`config.mk`:
```
export PLATFORM = sky130hd
export DESIGN_NAME = nic_ctl_regs
export DESIGN_NICKNAME = d
export VERILOG_FILES = /design/src/rtl/nic_regs_pkg.sv /design/src/rtl/nic_addr_rom.sv /design/src/rtl/nic_ctl_reg.sv /design/src/rtl/nic_irq_gate.sv /design/src/rtl/nic_ctl_regs.sv
export SDC_FILE = /design/constraint.sdc
export NUM_CORES = 1
export LEC_CHECK = 0
export BUFFER_PORTS_ARGS = -buffer_cell sky130_fd_sc_hd__buf_2
export CAP_MARGIN = 5
export CORE_AREA = 2 2 39 41
export CTS_CLUSTER_SIZE = 10
export DETAILED_ROUTE_END_ITERATION = 10
export DIE_AREA = 0 0 41 43
export SYNTH_ARGS = -nofsm -noshare
export SYNTH_HDL_FRONTEND = slang
export SYNTH_SLANG_ARGS = --single-unit
export TNS_END_PERCENT = 1
```
`constraint.sdc`:
```
create_clock -name clk -period 1.1 [get_ports clk]
set_input_delay 0.22 -clock clk [delete_from_list [all_inputs] [get_ports clk]]
set_output_delay 0.22 -clock clk [all_outputs]
set_load 0.02 [all_outputs]
```
`src/rtl/nic_regs_pkg.sv`:
```
package nic_regs_pkg;

    typedef struct packed {
        logic ie;
        logic attn;
        logic rst;
    } ctl_t;

    localparam int CTL_BITS = 3;
    localparam int IRQ_BIT  = 3;

endpackage

```
`src/rtl/nic_addr_rom.sv`:
```
module nic_addr_rom #(
    parameter int          ADDR_W     = 3,
    parameter int          DATA_W     = 8,
    parameter int          ADDR_BYTES = 6,
    parameter logic [47:0] STATION    = 48'h02A1B2C3D4E5
) (
    input  logic [ADDR_W-1:0] idx,
    output logic [DATA_W-1:0] byte_o
);
    logic [DATA_W-1:0] bytes_w [ADDR_BYTES];

    for (genvar g = 0; g < ADDR_BYTES; g++) begin : g_byte
        assign bytes_w[g] = STATION[(ADDR_BYTES-1-g)*DATA_W +: DATA_W];
    end

    always_comb begin
        byte_o = '0;
        for (int k = 0; k < ADDR_BYTES; k++) begin
            if (idx == ADDR_W'(k)) byte_o = bytes_w[k];
        end
    end
endmodule

```
`src/rtl/nic_ctl_reg.sv`:
```
module nic_ctl_reg
    import nic_regs_pkg::*;
(
    input  logic clk,
    input  logic rst_n,
    input  logic wr_hit,
    input  ctl_t wr_val,
    output ctl_t ctl_q
);
    typedef struct packed {
        ctl_t ctl;
    } state_t;

    state_t st_d, st_q;

    always_comb begin
        st_d = st_q;
        if (wr_hit) st_d.ctl = wr_val;
    end

    always_ff @(posedge clk) begin
        if (!rst_n) begin
            st_q.ctl.rst  <= 1'b1;
            st_q.ctl.attn <= 1'b0;
            st_q.ctl.ie   <= 1'b0;
        end else begin
            st_q <= st_d;
        end
    end

    assign ctl_q = st_q.ctl;
endmodule

```
`src/rtl/nic_irq_gate.sv`:
```
module nic_irq_gate (
    input  logic cop_irq,
    input  logic enable,
    output logic drive_n
);
    logic req_w;
    assign req_w   = cop_irq & enable;
    assign drive_n = ~req_w;
endmodule

```
`src/rtl/nic_ctl_regs.sv`:
```
module nic_ctl_regs
    import nic_regs_pkg::*;
#(
    parameter int          ADDR_W   = 3,
    parameter int          DATA_W   = 8,
    parameter logic [47:0] STATION_ADDR = 48'h02A1B2C3D4E5,
    parameter logic [3:0]  REV_CODE = 4'hF
) (
    input  logic              clk,
    input  logic              rst_n,
    input  logic [ADDR_W-1:0] host_addr,
    input  logic              host_wr,
    input  logic [DATA_W-1:0] host_wdata,
    output logic [DATA_W-1:0] host_rdata,
    input  logic              cop_irq_i,
    output logic              cop_reset_o,
    output logic              cop_attn_o,
    output logic              irq_drive_n
);
    localparam int ADDR_BYTES = 6;
    localparam logic [ADDR_W-1:0] CTL_OFF = ADDR_W'(ADDR_BYTES);
    localparam logic [ADDR_W-1:0] REV_OFF = ADDR_W'(ADDR_BYTES + 1);

    logic [DATA_W-1:0] rom_byte;
    ctl_t              ctl_q;
    logic              int_en;
    logic              wr_hit;
    logic              wdata_unused;

    assign wr_hit       = host_wr && (host_addr == CTL_OFF);
    assign wdata_unused = ^host_wdata[DATA_W-1:CTL_BITS];

    nic_addr_rom #(
        .ADDR_W(ADDR_W), .DATA_W(DATA_W),
        .ADDR_BYTES(ADDR_BYTES), .STATION(STATION_ADDR)
    ) u_rom (
        .idx(host_addr), .byte_o(rom_byte)
    );

    nic_ctl_reg u_ctl (
        .clk(clk), .rst_n(rst_n), .wr_hit(wr_hit),
        .wr_val(ctl_t'(host_wdata[CTL_BITS-1:0])), .ctl_q(ctl_q)
    );

    assign int_en      = ctl_q.ie;
    assign cop_reset_o = ctl_q.rst;
    assign cop_attn_o  = ctl_q.attn;

    nic_irq_gate u_irq (
        .cop_irq(cop_irq_i), .enable(int_en), .drive_n(irq_drive_n)
    );

    always_comb begin
        host_rdata = '0;
        if (host_addr == CTL_OFF) begin
            host_rdata[CTL_BITS-1:0] = ctl_q;
            host_rdata[IRQ_BIT]      = cop_irq_i;
        end else if (host_addr == REV_OFF) begin
            host_rdata[DATA_W-1:DATA_W-4] = REV_CODE;
        end else begin
            host_rdata = rom_byte;
        end
    end
endmodule

```
; ---- Word-level counts from Yosys, hierarchy flattened
; Cells that the tools add are included.
[totals]
out_inout_bits = 11
word_cells = 24
register_bits = 3
inputBits = 15
[classes]
n_bitwise = 2
n_reduce_logical = 2
eq_ne = 7
muxes = 10
[op_table]
columns = operator, n
row1 = 8-bit 2-to-1 mux, 5
row2 = 4-bit 2-to-1 mux, 4
row3 = "3-bit == test, second input constant", 4
row4 = "3-bit by 2-bit == test with 1-bit output, second input constant", 2
row5 = "3-bit by 1-bit == test with 1-bit output, second input constant", 1
row6 = 3-bit zero test, 1
row7 = 2-bit 2-to-1 mux, 1
row8 = 1-bit bitwise AND, 1
row9 = 1-bit logical AND, 1
row10 = 1-bit inverter, 1

; ---- Longest topological paths before layout
[logic_depth]
word_depth = 9
ltp_mapped = 4
mapped_depth_nobuf = 2

; ---- By module
; From an unflattened synthesis, not the netlist that was laid out.
[unflattened]
hier_cells = 41
hier_area_um2 = 369.1
[modules_own_cells]
columns = mod, instances, seq_area_each_um2, area_each_um2, cells_per_inst
row1 = nic_ctl_regs, 1, 0.0, 146.4, 15
row2 = nic_addr_rom, 1, 0.0, 112.6, 16
row3 = nic_ctl_reg, 1, 60.1, 106.4, 9
row4 = nic_irq_gate, 1, 0.0, 3.8, 1

; ---- Least setup slack after synthesis
; OpenSTA, ideal clock, no wires.
[synth_path]
path_type = input port to output port
startpoint = input host_addr[0]
endpoint = output host_rdata[2]
path_stages = 3
setup_slack_ps = -93
required_time_ps = 880
path_buffers = 1
t_arrival_ps = 973
cell_sequence = buf_6 > nand2b_1 > a21boi_0
[synth_between]
elab_chain_len = 7
word_cells_on_any_way = 12
cone_classes = 6 x eq/ne / 6 x mux
[synth_rtl]
columns = element, line_no
row1 = from (decl), nic_ctl_regs.sv:11  ; input logic [ADDR_W-1:0] host_addr,
row2 = 3-bit by 2-bit == test with 1-bit output, nic_addr_rom.sv:19  ; if (idx == ADDR_W'(k)) byte_o = bytes_w[k];
row3 = 8-bit 2-to-1 mux (4 in a row), nic_addr_rom.sv:19
row4 = 4-bit 2-to-1 mux, nic_ctl_regs.sv:58  ; end else if (host_addr == REV_OFF) begin
row5 = 4-bit 2-to-1 mux (*), nic_ctl_regs.sv:55  ; if (host_addr == CTL_OFF) begin
row6 = to (decl), nic_ctl_regs.sv:14  ; output logic [DATA_W-1:0] host_rdata,
; Every way passes the cells marked *; elsewhere a longest branch is shown, timed or not.

; ---- Worst setup path in the final report
[layout_path]
startpoint = register u_ctl.st_q (netlist bit u_ctl.ctl_q[0])
endpoint = output host_rdata[0]
[layout_between]
elab_chain_len = 1
[layout_rtl]
columns = element, line_no
row1 = from (decl), nic_ctl_reg.sv:14  ; state_t st_d, st_q;
row2 = from (signal assigned), nic_ctl_reg.sv:27  ; st_q <= st_d;
row3 = 4-bit 2-to-1 mux, nic_ctl_regs.sv:55
; Every way passes these cells.

==> key figures <==
Status
  • Status: finished, violations left
  • Failing checks: setup timing

Die
  • Core area: 1380 um^2
  • Initial core utilization: 19.4%
  • Die Span Y: 43 um
  • Die area: 1760 um^2
  • X dimension of the die: 41 um
  • Boundary pin count: 26
  • Num rows: 14

Global route
  • First-pass GRT wire length: 1010 um
  • GRT Overall Usage: 8.32%
  • Total gr overflow: 0
  • Vias in the first global route: 278
  • Initial antenna violation count: 0
  • Largest net degree at the start of global routing: 10

STA
  • Endpoints failing setup: 2
  • Final critical delay including setup and external delays: 1.13 ns
  • Minimum setup slack in the final design: -0.0339 ns
  • Hold WS: 0.235 ns
  • Final critical-path share of the clock period: 103%
  • RSZ-0062 raised after global routing: yes
  • Slew Limit Headroom: 86.8%
  • Final hold violations: 0
  • Transition time of the tightest slew-check pin: between 0.15 and 0.2 ns
  • Final slew viol count: 0
  • Maximum clock rate: 0.882 GHz
  • Worst clock skew: 0 ns

Clocking
  • CTS tree: done
  • Num CTS Buffers: 3
  • Library cell used as clock root buffer: sky130_fd_sc_hd__clkbuf_4
  • Number of buffers inserted by post-CTS setup repair: 0
  • Clock tree sinks: 3
  • Deepest level of the CTS H-tree: 1
  • Clock network latency to the later pin of the worst-skew pair: around 0.23 ns
  • Buffer levels on the longest clock path: 2
  • Count of hold buffers inserted by post-cts repair: 0
  • Worst-path clk slew: 0.04 ns

Detailed routing
  • Post-route DRC violation count: 0
  • Total wire length after detailed routing: about 710 um
  • Number of DRC markers after the initial detailed-route iteration: 2
  • Vias after detailed routing: around 310
  • Number of optimization iterations in the first detailed-route pass: 2
  • Drt wl/cell: between 9 and 10 um
  • Via density per instance: 4.17
  • Final ANT Viol Nets: 0

Synthesis
  • Largest cells by area after synthesis: sky130_fd_sc_hd__dfxtp_1 (22%), sky130_fd_sc_hd__mux2i_1 (11%), sky130_fd_sc_hd__nand2_1 (11%)
  • Net Count, Synth: between 40 and 50
  • Cell area after synthesis: between 200 and 300 um^2
  • Area fraction of the dominant cell type after synthesis: 22.3%
  • Syn_area_per_cell: 8.15 um^2
  • Leading area contributor after synthesis: sky130_fd_sc_hd__dfxtp_1
  • Flip-flop and latch count after synthesis: 3
  • Proportion of synthesized chip area in sequential cells: 22.3%
  • Number of standard cells after synthesis: 33
  • Library cells used by synthesis: 15
  • Count of synthesis-stage warnings from yosys: 0

Power and ir drop
  • Leakage Power: 0.243 nW
  • Pwr Total: 0.474 mW
  • Cell Pwr Density: 952 nW/um^2
  • Worst IR Drop VDD: 0.489 mV

Critical path
  • CP arrival: 0.91 ns
  • Longest individual stage delay on the worst path: 0.32 ns
  • Reg-to-reg critical path endpoint: u_ctl.ctl_q[0]
  • Startpoint of the worst-slack reg-to-reg timing path: u_ctl.ctl_q[0]
  • Worst setup path endpoint: host_rdata[0]
  • Data required time at the worst endpoint: 0.88 ns
  • Reg2Reg Depth: 2
  • Depth of the critical timing path with buffers and inverters included: 2
  • Critical path cell sequence: a32o_2 > buf_6
  • Category of cells accounting for the largest share of critical-path delay: flip-flops
  • Category of the worst setup path capture point: output pin
  • Critical Path Source: u_ctl.ctl_q[0]
  • Crit Path Max Fanout: 3
  • Crit path launch type: flip-flop
  • Crit path buffers/inverters: 1
  • Critical path's slowest cell: sky130_fd_sc_hd__dfxtp_2
  • Type of the worst setup path: flip-flop to output pin
  • Worst reg-to-reg setup slack: about 0.49 ns

Hold path
  • Start point of the worst hold path: host_wdata[1]
  • Worst hold path class: input port to flip-flop

Placement
  • Final estimated routing congestion in global placement: 0.602
  • Count of placed standard cells including taps: 71
  • Hpwl dp: roughly 550 um
  • Port Buffers: 20

Finish
  • Final-stage net count: 75
  • Share of final-layout standard cells stronger than drive strength 1: 59.3%
  • Area growth from synthesis to layout: 85.1%
  • Antenna Cells: 0
  • Flip-flop count of the largest register, all copies and words added: 3
  • Util after Layout: 36.0%
  • Post-route insts no fill: 75

Job
  • Number of maximum-capacitance violations: 0
-- worst reg2reg max path: cells and delay by family (launching register included) --
| kind | cells | cell delay (ns) |
|---|---|---|
| and+or+nand+nor | 1 | 0.10 |
| DFF | 1 | 0.32 |
| muxes | 1 | 0.07 |
-- kinds of logic (layout without fill, tap and decap cells) --
kind of cell / Yosys count / in the layout / synth area share (%)
AOI/OAI and AO/OA: 4 / 4 / 13.0
xor gates and xnor gates: 2 / 2 / 6.51
buffers and inverters: 3 / 29 / 10.2
DFF: 3 / 3 / 22.3
muxes: 3 / 3 / 11.2
and+or+nand+nor: 18 / 18 / 36.7
-- cell type report --
type	count	area [um^2]
clock buffer	4	26.3
fill	163	886
multi-input combinational	27	205
timing repair buffer	25	183
sequential	3	63.8
tap	16	20.0
-- synth_stat cells (all sizes together) --
master and n:
and2b 1, mux2i 3, a32o 1, nand3b 1
a21boi 1, xnor2 2, nand2 8, dfxtp 3
o2bb2ai 2, and4b 1, nand2b 3, buf 3
and3 1, nor2b 3
-- layer usage --
metal	part of all wire, %	vias to the layer above	track usage, %	wire length, um
li1	-	164	-	-
met1	42	128	9.29	297
met2	44	19	12.8	308
met3	11	2	2.09	81
met4	2.7	0	6.00	19
met5	0	-	0	0
-- layout by cell type, fill, tap and decap left out --
cell                        count
sky130_fd_sc_hd__and4b_1        1
sky130_fd_sc_hd__clkbuf_1       1
sky130_fd_sc_hd__nand3b_1       1
sky130_fd_sc_hd__a21boi_1       1
sky130_fd_sc_hd__dfxtp_2        3
sky130_fd_sc_hd__o2bb2ai_1      2
sky130_fd_sc_hd__buf_4          9
sky130_fd_sc_hd__buf_2         11
sky130_fd_sc_hd__a32o_2         1
sky130_fd_sc_hd__clkbuf_4       3
sky130_fd_sc_hd__and2b_1        1
sky130_fd_sc_hd__nand2_1        8
sky130_fd_sc_hd__buf_6          4
sky130_fd_sc_hd__nand2b_1       2
sky130_fd_sc_hd__xnor2_2        2
sky130_fd_sc_hd__nor2b_1        3
sky130_fd_sc_hd__nand2b_4       1
sky130_fd_sc_hd__mux2i_1        3
sky130_fd_sc_hd__buf_8          1
sky130_fd_sc_hd__and3_1         1
-- worst min path at each step --
stage	slack, ns	end	cells after the start
3_3_place_gp	0.47	u_ctl.ctl_q[1]	2
6_report	0.23	u_ctl.ctl_q[1]	3
2_1_floorplan	0.36	u_ctl.ctl_q[2]	2
5_1_grt	0.25	u_ctl.ctl_q[2]	3
3_5_place_dp	0.47	u_ctl.ctl_q[2]	2
4_1_cts	0.23	u_ctl.ctl_q[2]	3
-- per-stage QoR --
step                      setup WS [ns]  setup TNS [ns]  cell area, um^2
final                           -0.0339         -0.0385              498
after floorplan                  0.0178               0              269
after detailed placement        -0.0882          -0.247              399
after CTS                       -0.0470         -0.0988              457
after global placement          -0.0879          -0.222              399
after global routing            -0.0723          -0.139              498
-- power breakdown --
group	total, mW	internal, mW	switching [mW]	leakage [nW]
clock network	0.193	0.136	0.0566	0.0150
logic	0.168	0.0891	0.0784	0.203
registers	0.114	0.112	0.00172	0.0248
-- repair_timing --
| action | 4_1_cts | 5_1_grt |
|---|---|---|
| pin swaps | 1 | 4 |
| resized for setup | 11 | 11 |
| setup endpoints to repair | 6 | 8 |
Note: power is estimated with default switching activity, not from simulation.
